<file path="src/rtl/catch_pkg.sv">
package catch_pkg;
  localparam int REASON_W = 6;
  typedef logic [REASON_W-1:0] reason_t;

  // Reason codes read by the halt state machine
  localparam reason_t RSN_RESET_CATCH = 6'b100111;
  localparam reason_t RSN_OS_UNLOCK   = 6'b100011;
  localparam reason_t RSN_EXC_CATCH   = 6'b110111;
  localparam reason_t RSN_EXT_REQ     = 6'b010011;

  // Source slots, lowest index has highest priority
  localparam int SRC_N   = 4;
  localparam int SRC_RST = 0;
  localparam int SRC_OSU = 1;
  localparam int SRC_EXC = 2;
  localparam int SRC_EXT = 3;
  localparam int PEND_N  = 3;  // slots 0..2 are stored, slot 3 is a level
endpackage

</file>
<file path="src/rtl/exc_catch_decode.sv">
module exc_catch_decode #(
  parameter int NUM_EL = 4
) (
  input  logic [$clog2(NUM_EL)-1:0] el,
  input  logic                      secure,
  input  logic                      is_entry,
  input  logic                      ext_mode,
  input  logic [4*NUM_EL-1:0]       ctrl,
  output logic                      hit
);
  localparam int ELW    = $clog2(NUM_EL);
  localparam int CTRL_W = 4 * NUM_EL;
  localparam int CIW    = $clog2(CTRL_W);

  logic [CIW-1:0] lo_idx;
  logic [CIW-1:0] hi_idx;
  logic           lo_bit;
  logic           hi_bit;

  always_comb begin
    lo_idx = CIW'(el) + (secure ? CIW'(0) : CIW'(NUM_EL));
    hi_idx = lo_idx + CIW'(2 * NUM_EL);
    lo_bit = ctrl[lo_idx];
    hi_bit = ctrl[hi_idx];
  end

  always_comb begin
    if (ext_mode) begin
      unique case ({hi_bit, lo_bit})
        2'b00:   hit = 1'b0;
        2'b01:   hit = 1'b1;
        2'b10:   hit = ~is_entry;
        default: hit = is_entry;
      endcase
    end else begin
      hit = lo_bit;
    end
  end

  logic unused_w;
  assign unused_w = ^{ELW{1'b0}};
endmodule

</file>
<file path="src/rtl/sticky_pend.sv">
module sticky_pend (
  input  logic clk,
  input  logic rst_n,
  input  logic set_i,
  input  logic clr_i,
  output logic q
);
  logic q_nxt;

  // A new event in the acknowledge cycle wins over the clear
  always_comb begin
    q_nxt = q;
    if (clr_i) q_nxt = 1'b0;
    if (set_i) q_nxt = 1'b1;
  end

  always_ff @(posedge clk or negedge rst_n) begin
    if (!rst_n) q <= 1'b0;
    else        q <= q_nxt;
  end
endmodule

</file>
<file path="src/rtl/halt_prio_pick.sv">
module halt_prio_pick #(
  parameter int N  = 4,
  parameter int CW = 6
) (
  input  logic [N-1:0]         valid,
  input  logic [N-1:0][CW-1:0] codes,
  output logic                 any,
  output logic [N-1:0]         grant,
  output logic [CW-1:0]        code
);
  always_comb begin
    grant = '0;
    code  = '0;
    for (int i = N - 1; i >= 0; i--) begin
      if (valid[i]) begin
        grant    = '0;
        grant[i] = 1'b1;
        code     = codes[i];
      end
    end
    any = |valid;
  end
endmodule

</file>
<file path="src/rtl/catch_halt_arbiter.sv">
module catch_halt_arbiter
  import catch_pkg::*;
#(
  parameter int NUM_EL = 4,
  localparam int ELW    = $clog2(NUM_EL),
  localparam int CTRL_W = 4 * NUM_EL
) (
  input  logic              clk,
  input  logic              rst_n,
  input  logic              exc_evt,
  input  logic              exc_is_entry,
  input  logic [ELW-1:0]    cur_el,
  input  logic              in_secure,
  input  logic [CTRL_W-1:0] catch_ctrl,
  input  logic              ext_catch_mode,
  input  logic              halt_allowed,
  input  logic              rst_catch_en,
  input  logic              reset_exit,
  input  logic              osu_catch_en,
  input  logic              os_lock_release,
  input  logic              core_halted,
  input  logic              ext_dbg_req,
  input  logic              halt_ack,
  output logic              halt_req,
  output logic [REASON_W-1:0] halt_reason
);
  logic                          exc_hit;
  logic [PEND_N-1:0]             pend_set;
  logic [PEND_N-1:0]             pend_clr;
  logic [PEND_N-1:0]             pend_q;
  logic [SRC_N-1:0]              src_valid;
  logic [SRC_N-1:0]              src_grant;
  logic [SRC_N-1:0][REASON_W-1:0] src_code;

  exc_catch_decode #(.NUM_EL(NUM_EL)) u_dec (
    .el       (cur_el),
    .secure   (in_secure),
    .is_entry (exc_is_entry),
    .ext_mode (ext_catch_mode),
    .ctrl     (catch_ctrl),
    .hit      (exc_hit)
  );

  always_comb begin
    pend_set          = '0;
    pend_set[SRC_RST] = reset_exit & rst_catch_en;
    pend_set[SRC_OSU] = os_lock_release & osu_catch_en & ~core_halted;
    pend_set[SRC_EXC] = exc_evt & exc_hit & halt_allowed;
    pend_clr          = {PEND_N{halt_ack}} & src_grant[PEND_N-1:0];
  end

  for (genvar g = 0; g < PEND_N; g++) begin : g_pend
    sticky_pend u_pend (
      .clk   (clk),
      .rst_n (rst_n),
      .set_i (pend_set[g]),
      .clr_i (pend_clr[g]),
      .q     (pend_q[g])
    );
  end

  always_comb begin
    src_code          = '0;
    src_code[SRC_RST] = RSN_RESET_CATCH;
    src_code[SRC_OSU] = RSN_OS_UNLOCK;
    src_code[SRC_EXC] = RSN_EXC_CATCH;
    src_code[SRC_EXT] = RSN_EXT_REQ;
    src_valid         = {ext_dbg_req, pend_q} & {SRC_N{halt_allowed}};
  end

  halt_prio_pick #(.N(SRC_N), .CW(REASON_W)) u_pick (
    .valid (src_valid),
    .codes (src_code),
    .any   (halt_req),
    .grant (src_grant),
    .code  (halt_reason)
  );
endmodule

</file>
<file path="config.mk">
export PLATFORM = sky130hd
export DESIGN_NAME = catch_halt_arbiter
export DESIGN_NICKNAME = d
export VERILOG_FILES = /design/src/rtl/catch_pkg.sv /design/src/rtl/exc_catch_decode.sv /design/src/rtl/sticky_pend.sv /design/src/rtl/halt_prio_pick.sv /design/src/rtl/catch_halt_arbiter.sv
export SDC_FILE = /design/constraint.sdc
export NUM_CORES = 1
export LEC_CHECK = 0
export BUFFER_PORTS_ARGS = -buffer_cell sky130_fd_sc_hd__buf_2
export CAP_MARGIN = 10
export CELL_PAD_IN_SITES_DETAIL_PLACEMENT = 0
export CELL_PAD_IN_SITES_GLOBAL_PLACEMENT = 1
export CORE_MARGIN = 1
export CORE_UTILIZATION = 21
export CTS_CLUSTER_DIAMETER = 60
export CTS_CLUSTER_SIZE = 14
export DETAILED_ROUTE_END_ITERATION = 10
export PLACE_DENSITY_LB_ADDON = 0.05
export SLEW_MARGIN = 20
export SYNTH_ARGS = -nofsm -noshare
export SYNTH_HDL_FRONTEND = slang
export SYNTH_SLANG_ARGS = --single-unit
</file>
<file path="constraint.sdc">
create_clock -name clk -period 1.7 [get_ports clk]
set_input_delay 0.255 -clock clk [delete_from_list [all_inputs] [get_ports clk]]
set_output_delay 0.255 -clock clk [all_outputs]
set_load 0.01 [all_outputs]
</file>
Word-level counts from Yosys, hierarchy flattened:

Index checks and enable logic that the tools add are counted.

* word-level logic and storage cells: 43
* output and inout bits: 7
* bits in registers: 3
* bits of input ports: 32

* reduce and logical (&&, ||, !) cells: 5
* multiplexer cells: 20
* order comparisons: 2
* $add $sub $neg: 2
* eq/ne operators: 2
* bitwise operators: 9

Operators by type and width (count)
* $mux W6: 3
* $mux W3: 4
* $lt A4 B5 Y1 const B: 2
* $mux W1: 9
* $bmux W1 S4: 2
* $reduce_bool A2 Y1: 3
* $and A1 B1 Y1: 5
* $mux W5: 1
* $add A2 B4 Y4: 1
* $add A4 B4 Y4 const B: 1
* $and A4 B4 Y4: 1
* $reduce_or A4 Y1: 1
* $and A3 B3 Y3: 1
* $pmux W1 S3: 1
* $eq A2 B1 Y1 const B: 1
* $eq A2 B2 Y1 const B: 1
* $logic_not A2 Y1: 1
* $not A1 Y1: 2

Depth between registers and ports, before layout:

* depth in word-level cells: 11
* mapped depth: 5
* depth with buffers taken out: 4

Modules after synthesis:

From an unflattened synthesis, not the netlist that was laid out.

* cells, all modules: 84
* area total of the unflattened synthesis: 668.1 um^2

Modules (own cells, without submodules)
* exc_catch_decode: area each 255.2 um^2, seq. area each 0.0 um^2, times used 1, cells an instance 30
* halt_prio_pick: area each 226.5 um^2, seq. area each 0.0 um^2, times used 1, cells an instance 33
* sticky_pend: area each 36.3 um^2, seq. area each 25.0 um^2, times used 3, cells an instance 3
* catch_halt_arbiter: area each 77.6 um^2, seq. area each 0.0 um^2, times used 1, cells an instance 12

Least setup slack after synthesis:

Ideal clock, no wire load.

* kind: register to output
* from: register g_pend[0].u_pend.q
* to: output halt_reason[1]
* arrival time: 1.135 ns
* path buffers: 2
* stages on the path, launching flop included: 4
* setup slack: 0.310 ns
* required time: 1.445 ns
* cell sequence: dfrtp_1 > clkbuf_1 > o41a_1 > buf_4

* word-level cells in the longest chain between the ends: 2

RTL lines
* start: declaration: line sticky_pend.sv:6 `output logic q`
* start signal: assignment: line sticky_pend.sv:19 `else q <= q_nxt;`
* $and A4 B4 Y4: line catch_halt_arbiter.sv:68 `src_valid = {ext_dbg_req, pend_q} & {SRC_N{halt_allowed}};`
* $mux W6: line halt_prio_pick.sv:15 `if (valid[i]) begin`
* end: declaration: line catch_halt_arbiter.sv:25 `output logic [REASON_W-1:0] halt_reason`

No other way between the ends.

Final worst setup path:

Same ends and word-level chain as after synthesis.

==> run metrics <==
status=complete, no violations; most frequent cells in the layout=37 x buf_2, 3 x nand2_1, 3 x mux2i_1, 3 x clkbuf_4, 3 x dfrtp_1; Post-DP HPWL=880 µm; remaining global-route overflow=0; crit-path cells=o41a_1 -> buf_2; commonest non-fill, non-tap cell in the layout=buf_2; chip height=43.9 µm; Starting Density=0.233; Largest stage delay, worst path=460 ps; Syn Area/Cell=10.2 µm²; Mapped Cells=36; Post-layout nets=107; post-route cell area=579 µm²; fraction of layout cells with a size suffix above 1=0.608; Root Driver=clkbuf_4; unrepaired setup endpoints after global routing=false; area grow syn2layout=57.5%; initial antenna violation count=0; CTS buffer count=3; Residual DRC=0; Critical Path Start Type=flip-flop; buffer depth of the longest clock path=2; WS Path Type=flip-flop to primary output; max cap viols=0; PwrDens=634 mW/mm²; PortBufs=37; H-tree depth=1; crit-path max FO=8; Fin Setup TNS=0 ps; largest net degree at the start of global routing=9; Ys Warns=0; WL/cell=11.3 µm; IO Pins=39; total setup buffers inserted after CTS=0; aggregate global-route resource usage=0.124; GP Congestion=0.737; biggest regs=g_pend.u_pend.q (3); Antenna Nets Post-Route=0; first drt pass iteration count=6; first-pass GRT wire length=1750 µm; leading area contributor after synthesis=dfrtp_1; core area=0.00158 mm²; clock sinks=3; number of global-route vias before repair=458; final hold violation count=0; skew final=2.78 ps; number of synthesized register bits=3; standard-cell row count=14; CTS clk-pin slew, worst paths=40 ps; Worst-Skew Late Latency=230 ps; DP Area=543 µm²; Max Freq=646 MHz; Req. time, crit path=1440 ps; Worst path slowest cell=o41a_1; Leak=0.000290 µW; sequential share of the synthesized area=0.204; vias per inst=4.83; synthesized cell area=368 µm²; Die X=43.9 µm; fillers=195; Crit path max-delay family=compound AO/OA/AOI/OAI gates; Worst VDD drop=0.314 mV; top cell type's share of synthesized area=0.204; DRT Wirelength=1010 µm; CTS tree=yes; Hold Crit Class=input port to flip-flop; Mapped Nets=68; Biggest register=g_pend.u_pend.q; final setup fails=0; max reg flops=3; Synth cell types=23; Worst Path Buf+Inv=1; Max Transition Viols Final=0; Post-CTS Resized=0; Crit path arrival time=1290 ps; crit path capture type=primary output; 1st-iter DRT viols=11; cts hold-fix bufs=1; crit share post-route=0.911; DR vias=435; # diodes=0; DIE AREA=0.00192 mm²; synth top area cells=dfrtp_1 20%, mux4_2 12%, mux2i_1 8.2%, mux4_1 7.1%, o41a_1 6.1%; minimum clock period=1550 ps
## worst paths after layout
path / start / end / slack, ps / cells past startpoint
max in group asynchronous: rst_n / g_pend[1].u_pend.q$_DFFE_PN0P_ / 1250 / 2
hold / removal: core_halted / g_pend[1].u_pend.q$_DFFE_PN0P_ / 220 / 2
hold reg to reg: g_pend[2].u_pend.q$_DFFE_PN0P_ / g_pend[2].u_pend.q$_DFFE_PN0P_ / 620 / 2
min in group asynchronous: rst_n / g_pend[0].u_pend.q$_DFFE_PN0P_ / 340 / 2
setup / recovery: g_pend[0].u_pend.q$_DFFE_PN0P_ / halt_reason[1] / 150 / 2
setup reg to reg: g_pend[0].u_pend.q$_DFFE_PN0P_ / g_pend[2].u_pend.q$_DFFE_PN0P_ / 690 / 2
## worst reg2reg max path: stages, from the launching register on
cell,delay [ps]
dfrtp_1,450
o31ai_1,330
o31ai_2,110
## cells by family after synthesis
group | Yosys count | share of synthesized area
compound gates | 11 | 0.262
simple gates | 11 | 0.167
mux | 6 | 0.276
flops | 3 | 0.204
buf+inv | 4 | 0.0816
other cells | 1 | 0.0102
## cell type report
type	instances	area, µm²	area share
flip-flops and latches	3	75.1	0.130
repair buffers	38	195	0.337
clock buffers	4	26.3	0.0454
multi-input cells	29	263	0.454
well taps	16	20.0	0.0346
## synthesized netlist by cell type, drive strengths merged
master,n
a22o,2
buf,3
clkbuf,1
conb,1
dfrtp,3
mux2i,3
mux4,3
nand2,3
nand2b,1
nor2,2
nor2b,3
nor4,1
nor4b,1
o21a,1
o21ai,2
o31a,2
o31ai,2
o41a,2
## power by group
group | switching (µW) | total, µW | internal (µW)
registers | 23.8 | 110 | 85.7
clock network | 37.5 | 125 | 88.0
logic | 54.0 | 132 | 78.4
total | 115 | 367 | 252
## per-layer routing
layer | global-route usage | vias to the layer above | wire length [µm]
li1 | - | 216 | -
met1 | 0.142 | 192 | 410
met2 | 0.200 | 27 | 494
met3 | 0.0417 | 0 | 109
met4 | 0.0727 | 0 | 0
met5 | 0 | - | 0
## metrics by stage
step | instances | util | setup WS [ps] | power [µW] | hold WS, ps
3_3_place_gp | 85 | 0.344 | 221 | 244 | 57.0
4_1_cts | 90 | 0.367 | 136 | 375 | 217
2_1_floorplan | 36 | - | 310 | 186 | -40.6
5_1_grt | 90 | 0.367 | 92.1 | 406 | 228
3_5_place_dp | 85 | 0.344 | 201 | 243 | 59.9
6_report | 90 | 0.367 | 152 | 367 | 216
Power figures use the tool's default switching activity.
